## src/rtl/sfb_pkg.sv

```systemverilog
package sfb_pkg;

  localparam int unsigned WORD_W  = 32;
  localparam int unsigned VAL_BIT = 28;
  localparam int unsigned USR_BIT = 29;
  localparam int unsigned CS_BIT  = 30;
  localparam int unsigned PAR_BIT = 31;
  localparam int unsigned PAR_LO  = 4;

  localparam int unsigned CAT_IDX = 8;
  localparam int unsigned ACC_IDX = 28;

  typedef enum logic [1:0] {
    PRE_BLOCK = 2'd0,
    PRE_LEFT  = 2'd1,
    PRE_RIGHT = 2'd2
  } pre_e;

endpackage

```

## src/rtl/sfb_pos_track.sv

```systemverilog
module sfb_pos_track #(
  parameter  int unsigned BLOCK_WORDS = 384,
  localparam int unsigned POS_W       = $clog2(BLOCK_WORDS)
) (
  input  logic             clk,
  input  logic             rst_n,
  input  logic             adv,
  output logic [POS_W-1:0] pos_o,
  output logic             blk_start_o,
  output logic             right_o
);

  localparam logic [POS_W-1:0] LAST = POS_W'(BLOCK_WORDS - 1);

  logic [POS_W-1:0] pos_q;
  logic [POS_W-1:0] pos_d;

  always_comb begin
    pos_d = pos_q;
    if (pos_q == LAST) begin
      pos_d = '0;
    end else begin
      pos_d = pos_q + 1'b1;
    end
  end

  always_ff @(posedge clk or negedge rst_n) begin
    if (!rst_n) begin
      pos_q <= '0;
    end else if (adv) begin
      pos_q <= pos_d;
    end
  end

  assign pos_o       = pos_q;
  assign blk_start_o = (pos_q == '0);
  assign right_o     = pos_q[0];

endmodule

```

## src/rtl/sfb_cstat_gen.sv

```systemverilog
module sfb_cstat_gen
  import sfb_pkg::*;
#(
  parameter  int unsigned CS_LEN = 192,
  parameter  int unsigned CTRL_W = 4,
  localparam int unsigned IDX_W  = $clog2(CS_LEN)
) (
  input  logic              clk,
  input  logic              rst_n,
  input  logic              req,
  input  logic              blk_start,
  input  logic [IDX_W-1:0]  cs_idx,
  input  logic [CTRL_W-1:0] ctrl_i,
  input  logic [1:0]        acc_i,
  output logic              cs_bit_o
);

  logic [CTRL_W-1:0] ctrl_q;
  logic [CTRL_W-1:0] ctrl_eff;
  logic              ctrl_en;

  // capture once per block, on the request for word 0
  assign ctrl_en  = req & blk_start;
  assign ctrl_eff = blk_start ? ctrl_i : ctrl_q;

  always_ff @(posedge clk or negedge rst_n) begin
    if (!rst_n) begin
      ctrl_q <= '0;
    end else if (ctrl_en) begin
      ctrl_q <= ctrl_i;
    end
  end

  always_comb begin
    cs_bit_o = 1'b0;
    for (int k = 0; k < int'(CTRL_W); k++) begin
      if (cs_idx == IDX_W'(k)) begin
        cs_bit_o = ctrl_eff[k];
      end
    end
    if (cs_idx == IDX_W'(CAT_IDX)) begin
      cs_bit_o = 1'b1;
    end
    if (cs_idx == IDX_W'(ACC_IDX)) begin
      cs_bit_o = acc_i[1];
    end
    if (cs_idx == IDX_W'(ACC_IDX + 1)) begin
      cs_bit_o = acc_i[0];
    end
  end

endmodule

```

## src/rtl/sfb_payload.sv

```systemverilog
module sfb_payload
  import sfb_pkg::*;
#(
  parameter int unsigned SAMPLE_W = 16
) (
  input  logic [SAMPLE_W-1:0] smp_i,
  input  logic                err_i,
  input  logic                usr_i,
  input  logic                cs_i,
  output logic [WORD_W-1:0]   word_o
);

  logic [WORD_W-1:0] body;

  always_comb begin
    body                        = '0;
    body[VAL_BIT-1 -: SAMPLE_W] = smp_i;
    body[VAL_BIT]               = err_i;
    body[USR_BIT]               = usr_i;
    body[CS_BIT]                = cs_i;
    word_o                      = body;
    word_o[PAR_BIT]             = ^body[PAR_BIT-1:PAR_LO];
  end

endmodule

```

## src/rtl/subframe_builder.sv

```systemverilog
module subframe_builder
  import sfb_pkg::*;
#(
  parameter int unsigned SAMPLE_W    = 16,
  parameter int unsigned BLOCK_WORDS = 384,
  parameter int unsigned CTRL_W      = 4
) (
  input  logic                clk,
  input  logic                rst_n,
  input  logic                word_req,
  input  logic                src_post,
  input  logic [SAMPLE_W-1:0] pre_smp_l,
  input  logic [SAMPLE_W-1:0] pre_smp_r,
  input  logic [SAMPLE_W-1:0] post_smp_l,
  input  logic [SAMPLE_W-1:0] post_smp_r,
  input  logic                err_l,
  input  logic                err_r,
  input  logic [CTRL_W-1:0]   q_ctrl,
  input  logic [1:0]          clk_acc,
  input  logic                ud_bit,
  input  logic                ud_valid,
  output logic                ud_ready,
  output logic                sf_valid,
  output logic [WORD_W-1:0]   sf_word,
  output logic [1:0]          sf_pre
);

  localparam int unsigned POS_W  = $clog2(BLOCK_WORDS);
  localparam int unsigned CS_LEN = BLOCK_WORDS / 2;
  localparam int unsigned IDX_W  = $clog2(CS_LEN);

  // reset: asserted at once, released after two edges
  logic [1:0] rst_pipe_q;
  logic       rst_core_n;

  always_ff @(posedge clk or negedge rst_n) begin
    if (!rst_n) begin
      rst_pipe_q <= '0;
    end else begin
      rst_pipe_q <= {rst_pipe_q[0], 1'b1};
    end
  end

  assign rst_core_n = rst_pipe_q[1];

  logic             req;
  logic [POS_W-1:0] pos;
  logic             blk_start;
  logic             right;
  logic [IDX_W-1:0] cs_idx;

  assign req      = word_req & rst_core_n;
  assign ud_ready = req;

  sfb_pos_track #(
    .BLOCK_WORDS (BLOCK_WORDS)
  ) pos_i (
    .clk         (clk),
    .rst_n       (rst_core_n),
    .adv         (req),
    .pos_o       (pos),
    .blk_start_o (blk_start),
    .right_o     (right)
  );

  assign cs_idx = pos[POS_W-1:1];

  logic cs_bit;

  sfb_cstat_gen #(
    .CS_LEN (CS_LEN),
    .CTRL_W (CTRL_W)
  ) cstat_i (
    .clk       (clk),
    .rst_n     (rst_core_n),
    .req       (req),
    .blk_start (blk_start),
    .cs_idx    (cs_idx),
    .ctrl_i    (q_ctrl),
    .acc_i     (clk_acc),
    .cs_bit_o  (cs_bit)
  );

  logic [SAMPLE_W-1:0] smp_l;
  logic [SAMPLE_W-1:0] smp_r;
  logic [SAMPLE_W-1:0] smp_sel;
  logic                err_sel;
  logic                usr_sel;

  always_comb begin
    smp_l   = src_post ? post_smp_l : pre_smp_l;
    smp_r   = src_post ? post_smp_r : pre_smp_r;
    smp_sel = right ? smp_r : smp_l;
    err_sel = right ? err_r : err_l;
    usr_sel = ud_valid & ud_bit;
  end

  logic [WORD_W-1:0] word_d;

  sfb_payload #(
    .SAMPLE_W (SAMPLE_W)
  ) pay_i (
    .smp_i  (smp_sel),
    .err_i  (err_sel),
    .usr_i  (usr_sel),
    .cs_i   (cs_bit),
    .word_o (word_d)
  );

  pre_e pre_d;
  pre_e pre_q;
  logic [WORD_W-1:0] word_q;
  logic              valid_q;

  always_comb begin
    if (blk_start) begin
      pre_d = PRE_BLOCK;
    end else if (right) begin
      pre_d = PRE_RIGHT;
    end else begin
      pre_d = PRE_LEFT;
    end
  end

  always_ff @(posedge clk or negedge rst_core_n) begin
    if (!rst_core_n) begin
      valid_q <= 1'b0;
    end else begin
      valid_q <= req;
    end
  end

  always_ff @(posedge clk or negedge rst_core_n) begin
    if (!rst_core_n) begin
      word_q <= '0;
      pre_q  <= PRE_BLOCK;
    end else if (req) begin
      word_q <= word_d;
      pre_q  <= pre_d;
    end
  end

  assign sf_valid = valid_q;
  assign sf_word  = word_q;
  assign sf_pre   = pre_q;

endmodule

```

## config.mk

```make
export PLATFORM = sky130hd
export DESIGN_NAME = subframe_builder
export DESIGN_NICKNAME = d
export VERILOG_FILES = /design/src/rtl/sfb_pkg.sv /design/src/rtl/sfb_pos_track.sv /design/src/rtl/sfb_cstat_gen.sv /design/src/rtl/sfb_payload.sv /design/src/rtl/subframe_builder.sv
export SDC_FILE = /design/constraint.sdc
export NUM_CORES = 1
export LEC_CHECK = 0
export BUFFER_PORTS_ARGS = -buffer_cell sky130_fd_sc_hd__clkbuf_2
export CAP_MARGIN = 0
export CORE_MARGIN = 1.5
export CORE_UTILIZATION = 40
export DETAILED_ROUTE_END_ITERATION = 6
export GPL_TIMING_DRIVEN = 0
export PLACE_DENSITY = 0.72
export SYNTH_ARGS = -nofsm -noshare
export SYNTH_HDL_FRONTEND = slang
export SYNTH_SLANG_ARGS = --single-unit
```

## constraint.sdc

```tcl
create_clock -name clk -period 1.85 [get_ports clk]
set_input_delay 0.185 -clock clk [delete_from_list [all_inputs] [get_ports clk]]
set_output_delay 0.185 -clock clk [all_outputs]
set_load 0.01 [all_outputs]
```

==> results.toml, run 1 <==
[yosys]
synth_common_cells = "62 x nand2_1, 38 x dfrtp_1, 17 x buf_4"
synth_cell_types = 35
synth_top_area_share_pct = 42.1
yosys_warnings = 0
synth_edf_count = 0
ys_ff_latch = 38
syn-instance-count = 213
yosysSeqAreaShare_pct = 42.1
synth_ff_type = "dfrtp_1"
yosys-top-cells-area = "dfrtp_1 42%, mux4_2 16%, nand2_1 10%"
async_reset_ff_share_pct = 100
synth_area_um2 = 2260
synth_area_leader_cell = "dfrtp_1"
synth_most_common_cell = "nand2_1"
avgSynthCellArea_um2 = 10.6

[sta]
rsz0062_at_grt = "true"
period_minus_slack_ns = 2.18
timing.final.crit_share_pct = 118
finalMaxSlewViolations = 0
setup_viol = 6
final_hold_viol_count = 0
setup_slack_ns = -0.333
clock_skew_ns = 0.00435
maxClockFrequency_ghz = 0.458
whs_ns = 0.130
relSlewSlack_pct = 64.5
tightestPinTransition_ns = 0.532

[run_status]
violations = "setup timing"
status = "finished with violations"

[clock_network]
cts.sinks = 38
cts_tree = "yes"
clock_tree.root_cell = "clkbuf_8"
numCtsBuffers = 5
clkTransAtPathRegs_ns = 0.07
cts_htree_levels = 2
clk_latency_ns = 0.29
clk_path_buf_depth = 2

[routing]
drtPass1Iterations = 4
viasPerCell = 4.86
drt_iter0_drc = 101
ant_nets = 0
wl_per_cell_um = 13.7
drc = 0
vias = 2020
wl_mm = 5.69

[critical_path]
required_ns = 2.07
r2r_slack_ns = -0.33
rr_startpoint = "pos_i.pos_o[7]"
worstSetupPathType = "reg2reg"
worst_setup_path_end_kind = "flop"
worst_ep_arrival_time_ns = 2.41
crit_path_start_kind = "flop"
crit_path_start = "pos_i.pos_o[7]"
worstPathMaxFanout = 2

[pwr]
ir_drop_mv = 0.505
finalPower_mw = 3.38
power-per-cell-area_nw_per_um2 = 1050
p_leak_nw = 1.66

[placement]
dp_hpwl_mm = 4.22
place.gp.congestion = 0.767
port_buffers = 100

[finish]
nets = 423
area_delta_synth_final_pct = 42.6
antennaDiodeCount = 0
drive_gt1_share_pct = 51.2

[global_routing]
grt_pass1_wl_mm = 9.29
antenna_found_initial = 0
grt_max_degree = 19
overflow = 0
grtUsageTotal_pct = 20.0
grt_pass1_vias = 2053

[floorplanning]
initial_core_util_pct = 41.3
die_h_um = 78.1
die-area_um2 = 6110
core_um2 = 5470
rows = 27
dieWidth_um = 78.1
pin_count = 114

[hold_path]
hold_start = "q_ctrl[2]"
hold_class = "in2reg"

[job]
maxCapViolCount = 0
-- report_power, final --
part	internal [mW]	switching (mW)
Combinational	0.916	0.712
Clock	0.301	0.291
Sequential	1.03	0.127
-- metrics by stage --
step	setup TNS, ns	utilization [%]	setup slack, ns	instances	instance area, µm²
floorplan	-0.517	-	-0.172	224	2360
global placement	-1.52	54.0	-0.375	396	2950
detailed placement	-1.68	54.0	-0.376	396	2950
CTS	-1.08	57.9	-0.334	414	3170
global route	-1.53	58.8	-0.418	416	3220
finish	-1.06	58.8	-0.333	416	3220
-- worst paths after layout --
path / end / cells past startpoint
max: sf_word[31] / 6
min: cstat_i.ctrl_q[2] / 2
max reg2reg: sf_word[31] / 6
min reg2reg: pos_i.pos_o[7] / 0
max in group asynchronous: pos_i.pos_o[1] / 1
min in group asynchronous: pos_i.pos_o[7] / 0
-- worst max-delay path: stages (launching register included) --
cell,delay [ns]
dfrtp_1,0.39
or3_4,0.39
or4_4,0.43
o32a_1,0.43
xnor2_2,0.15
xnor3_1,0.22
o21ai_1,0.11
-- registers in the layout (all words and copies together) (netlist names) --
signal	cells
sf_word	20
pos_i.pos_o	9
cstat_i.ctrl_q	4
rst_pipe_q	2
sf_pre	2
sf_valid	1
-- placed cells by master (no fill, tap or decap), types with 3 or more instances in the layout --
| cell | netlist | layout |
|---|---|---|
| o21ai_0 | 8 | 8 |
| clkbuf_2 | 0 | 100 |
| conb_1 | 2 | 13 |
| xnor2_2 | 0 | 4 |
| buf_4 | 17 | 25 |
| clkbuf_1 | 5 | 4 |
| nand4_1 | 3 | 3 |
| xor2_1 | 5 | 5 |
| dfrtp_1 | 38 | 37 |
| nand2_1 | 62 | 61 |
| clkbuf_8 | 0 | 7 |
| mux2_2 | 5 | 5 |
| mux4_2 | 16 | 16 |
| mux2i_1 | 3 | 3 |
| xnor2_1 | 15 | 11 |
-- final cells by class --
cell class	instances	area (µm²)
Clock buffer	7	86.3
Timing Repair Buffer	112	617
Tap cell	72	90.1
Inverter	3	15.0
Fill cell	498	2250
Clock inverter	1	5.00
Multi-Input combinational cell	159	1260
Buffer	24	195
Sequential cell	38	955
-- per-layer routing --
layer | track usage [%] | wire length (µm) | vias to the layer above
li1 | - | - | 972
met1 | 23.3 | 2290 | 946
met2 | 34.9 | 2880 | 89
met3 | 5.93 | 411 | 13
met4 | 6.96 | 102 | 0
met5 | 0 | 0 | -
-- cell families after synthesis --
family | share of synthesized area, %
XOR/XNOR | 8.75
other | 0.333
adder cells (fa/ha/maj) | 1.11
buffers and inverters | 7.42
AND/OR/NAND/NOR | 15.5
multiplexers | 19.8
AO/OA/AOI/OAI | 4.99
flip-flops | 42.1
-- what timing repair did --
item / 4_1_cts / 5_1_grt
pin swaps: 7 / 3
hold buffers: 1 / 0
endpoints found under the hold margin: 2 / 0
setup endpoints to repair: 11 / 9
resized for setup: 6 / 9
buffers inserted: 9 / 2
gates cloned: 0 / 0
Power figures use the tool's default switching activity.
==> run 2: changes to the inputs <==
==> constraint.sdc (replaced) <==
create_clock -name clk -period 1.85 [get_ports clk]
set_input_delay 0.0925 -clock clk [delete_from_list [all_inputs] [get_ports clk]]
set_output_delay 0.0925 -clock clk [all_outputs]
set_load 0.01 [all_outputs]
==> run 2 against run 1 <==
  * The flow still finishes with violations (setup timing)
  * Largest cell class unchanged
  * Wire length rose by 2.4%
  * Die area did not move
  * Highest routed layer unchanged
  * Largest power group unchanged
  * Register-to-register slack improved by 0.02 ns
  * Global-route usage rose by 0.14 points
  * Sequential share of layout area rose by 0.20 points
  * First-iteration DRC count fell by 8.9%
  * Via count rose by 0.89%
  * Cell count rose by 0.24%
  * Hold slack got worse by 0.10 ns
  * Clock skew barely moved
==> results.toml, run 2 (same netlist as run 1, synthesis figures left out) <==
[placement]
place_area_um2 = 2930
place_ws_ns = -0.396
port_buffers = 100
dp_hpwl_mm = 4.27
place.gp.congestion = 0.797
dp.cells = 396

[pwr]
p_leak_nw = 1.65
ir_drop_mv = 0.458
power-per-cell-area_nw_per_um2 = 1050
finalPower_mw = 3.35

[floorplanning]
die_h_um = 78.1
rows = 27
die-area_um2 = 6110
core_um2 = 5470
initial_core_util_pct = 41.3
pin_count = 114
dieWidth_um = 78.1

[critical_path]
timing.rr.end = "sf_word[31]"
rr_startpoint = "pos_i.pos_o[8]"
crit_path_start_kind = "flop"
r2r_cells = 6
cp_cell_sequence = "or3_4 -> or4_4 -> o32a_1 -> xnor2_1 -> xnor3_1 -> o21ai_1"
worst_setup_path_end_kind = "flop"
worstSetupPathType = "reg2reg"
required_ns = 2.07
crit_path_max_incr_delay_ns = 0.43
crit_slowest_cell = "or4_4"
worst_ep_arrival_time_ns = 2.39
r2r_slack_ns = -0.32
worstPathMaxFanout = 2

[clock_network]
clk_path_buf_depth = 2
clk_latency_ns = 0.29
cts_htree_levels = 2
clock_tree.root_cell = "clkbuf_8"
clkTransAtPathRegs_ns = 0.07
cts.sinks = 38
numCtsBuffers = 5
cts_tree = "yes"

[routing]
wl_per_cell_um = 14.0
drt_iter0_drc = 92
ant_nets = 0
vias = 2038
drtPass1Iterations = 5
viasPerCell = 4.89
wl_mm = 5.82
drc = 0

[finish]
largest_register_ffs = 20
layout_common_cells = "101 x clkbuf_2, 61 x nand2_1, 37 x dfrtp_1"
stdcell_count = 417
antennaDiodeCount = 0
nFillCells = 506
regArea_um2 = 955
area_delta_synth_final_pct = 41.7
fin_util_pct = 58.5
drive_gt1_share_pct = 50.4
multi_input_area_um2 = 1240
post-route-cell-area_um2 = 3200
final_common_cell = "clkbuf_2"
nets = 425

[hold_path]
hold_class = "in2reg"
worst_hold_path.num_cells = 2
hold_start = "q_ctrl[3]"
holdPathEnd = "cstat_i.ctrl_q[3]"

[run_status]
violations = "setup timing"
status = "finished with violations"

[global_routing]
grtUsageTotal_pct = 20.1
grt_pass1_wl_mm = 9.34
overflow = 0
grt_max_degree = 19
antenna_found_initial = 0
grt_pass1_vias = 2049

[sta]
rsz0062_at_grt = "true"
period_minus_slack_ns = 2.17
tns_ns = -1.33
setup_viol = 7
whs_ns = 0.0285
finalMaxSlewViolations = 0
maxClockFrequency_ghz = 0.461
setup_slack_ns = -0.317
clock_skew_ns = 0.00426
final_hold_viol_count = 0
relSlewSlack_pct = 64.6
timing.final.crit_share_pct = 117
tightestPinTransition_ns = 0.531

[job]
maxCapViolCount = 0
run 2: cell types whose count changed in the layout (fill, tap and decap cells not counted), sizes merged:
| cell | previous run | this run |
|---|---|---|
| buf | 30 | 32 |
| clkinvlp | 1 | 0 |
run 2: cell type report:
class	instances	area share, %
multi-input cells	159	38.8
flip-flops and latches	38	29.8
repair buffers	114	19.9
plain buffers	24	5.63
well taps	72	2.82
clock buffers	7	2.70
inverters	3	0.352
run 2: worst max-delay path by stage:
stage                        start           to  slack, ns  cells after the start
finish              pos_i.pos_o[8]  sf_word[31]      -0.32                      6
floorplan           pos_i.pos_o[8]  sf_word[31]      -0.17                      6
detailed placement  pos_i.pos_o[0]  sf_word[31]      -0.40                      9
global placement    pos_i.pos_o[0]  sf_word[31]      -0.35                      9
CTS                 pos_i.pos_o[8]  sf_word[31]      -0.33                      6
global route        pos_i.pos_o[1]  sf_word[31]      -0.41                      9
run 2: critical path, delay by kind of cell, from the launching register on:
kind	cells	cell delay (ns)
and+or+nand+nor	2	0.82
AOI/OAI and AO/OA	2	0.47
xor gates and xnor gates	2	0.42
DFF	1	0.39
run 2: where the power goes:
group,switching [mW],internal [mW],total [mW]
Clock,0.290,0.296,0.586
Combinational,0.718,0.893,1.61
Sequential,0.118,1.03,1.15
run 2: routing by layer:
metal	track usage (%)	up-vias	routed length (µm)	part of all wire, %
li1	-	971	-	-
met1	23.4	972	2340	40
met2	35.3	86	2960	51
met3	5.70	9	442	7.6
met4	7.14	0	80	1.4
met5	0	-	0	0
run 2: repair_timing:
item,CTS,global route
hold endpoints to repair,2,0
gates resized for setup,8,5
pin swaps,3,4
endpoints found under the setup margin,10,9
buffers inserted,9,5
hold buffers,1,0
==> run 3: changes to the inputs <==
- CORE_UTILIZATION: 40 -> 41
- HOLD_SLACK_MARGIN: default -> 0.08
- PLACE_DENSITY: 0.72 -> 0.74
==> run 3 against run 2 <==
  * The run still ends with setup timing left
  * Wire length decreased by 0.15%
  * Power rose by 2.5%
  * Die area shrank 2.3%
  * Global-route usage increased by 0.57 points
  * Maximum frequency about the same
  * Clock-buffer cell count decreased by 2
  * Clock power increased by 15%
  * Critical path depth unchanged
  * Non-clock buffer count grew 3
  * Flip-flop and latch count unchanged
  * Via count is 0.25% lower
  * Hold slack gained 0.092 ns
  * Largest cell class unchanged
  * Largest power group unchanged
  * Highest routed layer unchanged
==> results.toml, run 3 (same netlist as run 1, synthesis figures left out) <==
[pwr]
p_leak_nw = 1.67
finalPower_mw = 3.43
ir_drop_mv = 0.628
power-per-cell-area_nw_per_um2 = 1060

[placement]
place_ws_ns = -0.441
port_buffers = 100
place.gp.congestion = 0.738
dp_hpwl_mm = 4.27
place_area_um2 = 2920

[finish]
largest_register_ffs = 20
area_delta_synth_final_pct = 43.8
post-route-cell-area_um2 = 3250
nets = 428
layout_common_cells = "101 x clkbuf_2, 61 x nand2_1, 37 x dfrtp_1"
antennaDiodeCount = 0
final_common_cell = "clkbuf_2"
drive_gt1_share_pct = 49.3

[clock_network]
cts_htree_levels = 2
cts_tree = "yes"
clk_path_buf_depth = 2
clock_tree.root_cell = "clkbuf_8"
cts.sinks = 38
numCtsBuffers = 5
clk_latency_ns = 0.28
clkTransAtPathRegs_ns = 0.07

[global_routing]
grt_pass1_vias = 2112
overflow = 0
grt_max_degree = 19
grtUsageTotal_pct = 20.7
grt_pass1_wl_mm = 9.81
antenna_found_initial = 0

[sta]
finalMaxSlewViolations = 0
clock_skew_ns = 0.00730
final_hold_viol_count = 0
maxClockFrequency_ghz = 0.462
period_minus_slack_ns = 2.17
rsz0062_at_grt = "true"
whs_ns = 0.120
setup_viol = 7
timing.final.crit_share_pct = 117
setup_slack_ns = -0.315

[run_status]
violations = "setup timing"
status = "finished with violations"

[floorplanning]
rows = 26
initial_core_util_pct = 43.4
die-area_um2 = 5960
pin_count = 114
die_h_um = 77.2
core_um2 = 5200
dieWidth_um = 77.2

[critical_path]
rr_startpoint = "pos_i.pos_o[8]"
worstSetupPathType = "reg2reg"
critPathCapture = "cstat_i.ctrl_q[1]"
worst_setup_path_end_kind = "flop"
r2r_slack_ns = -0.32
worst_ep_arrival_time_ns = 2.33
crit_path_start = "pos_i.pos_o[8]"
worstPathMaxFanout = 4
crit_path_start_kind = "flop"
timing.rr.end = "cstat_i.ctrl_q[1]"
r2r_cells = 6
required_ns = 2.02

[hold_path]
hold_class = "in2async"

[routing]
wl_mm = 5.81
drc = 0
wl_per_cell_um = 13.9
viasPerCell = 4.85
vias = 2033
drt_iter0_drc = 81
drtPass1Iterations = 4
ant_nets = 0

[job]
maxCapViolCount = 0
run 3: cell types whose count changed in the layout (fill, tap and decap cells not counted), moves of 2 or more:
cell	before	now
clkinv_2	0	2
dlygate4sd3_1	1	7
clkbuf_8	7	5
buf_4	27	24
run 3: worst min path at each step:
stage               startpoint       endpoint  slack, ns  cells after the start
global route             rst_n  rst_pipe_q[1]       0.11                      2
finish                   rst_n  rst_pipe_q[1]       0.12                      2
global placement         rst_n  rst_pipe_q[0]      -0.12                      1
floorplan                rst_n  rst_pipe_q[0]      -0.20                      0
detailed placement       rst_n  rst_pipe_q[0]      -0.12                      1
CTS                      rst_n  rst_pipe_q[1]       0.11                      2
run 3: layer usage:
layer / global-route usage (%) / share of wire [%] / vias to the layer above
li1: - / - / 981
met1: 26.0 / 41 / 970
met2: 35.8 / 52 / 76
met3: 4.29 / 5.5 / 6
met4: 6.00 / 1.1 / 0
met5: 0 / 0 / -
run 3: layout make-up:
cell class,count,area [µm²]
buffer,24,185
clock buffer,5,68.8
clock inverter,3,40.0
fill,455,1960
inverter,3,11.3
multi-input combinational,159,1240
sequential,38,955
tap,70,87.6
timing repair buffer,117,661
run 3: per-stage QoR:
stage	std cells	util [%]	setup TNS, ns
final	419	62.4	-1.60
after global routing	419	62.4	-2.16
after CTS	418	61.9	-1.24
after detailed placement	394	56.2	-1.74
after global placement	394	56.2	-1.53
after floorplan	224	-	-0.517
run 3: critical path, cell delays in order, from the launching register on:
cell and delay [ns]:
dfrtp_1 0.40, or3_4 0.40, or4_4 0.44, buf_6 0.14
nor3b_4 0.23, nand2_2 0.13, mux2_4 0.31
run 3: power breakdown:
group / switching [mW] / internal (mW)
clock network: 0.279 / 0.397
logic: 0.714 / 0.891
registers: 0.120 / 1.03
run 3: timing repair:
item	4_1_cts	5_1_grt
endpoints found under the hold margin	7	0
setup endpoints to repair	11	9
setup buffers	9	2
hold buffers	7	0
pin swaps	4	3
resized for setup	11	6
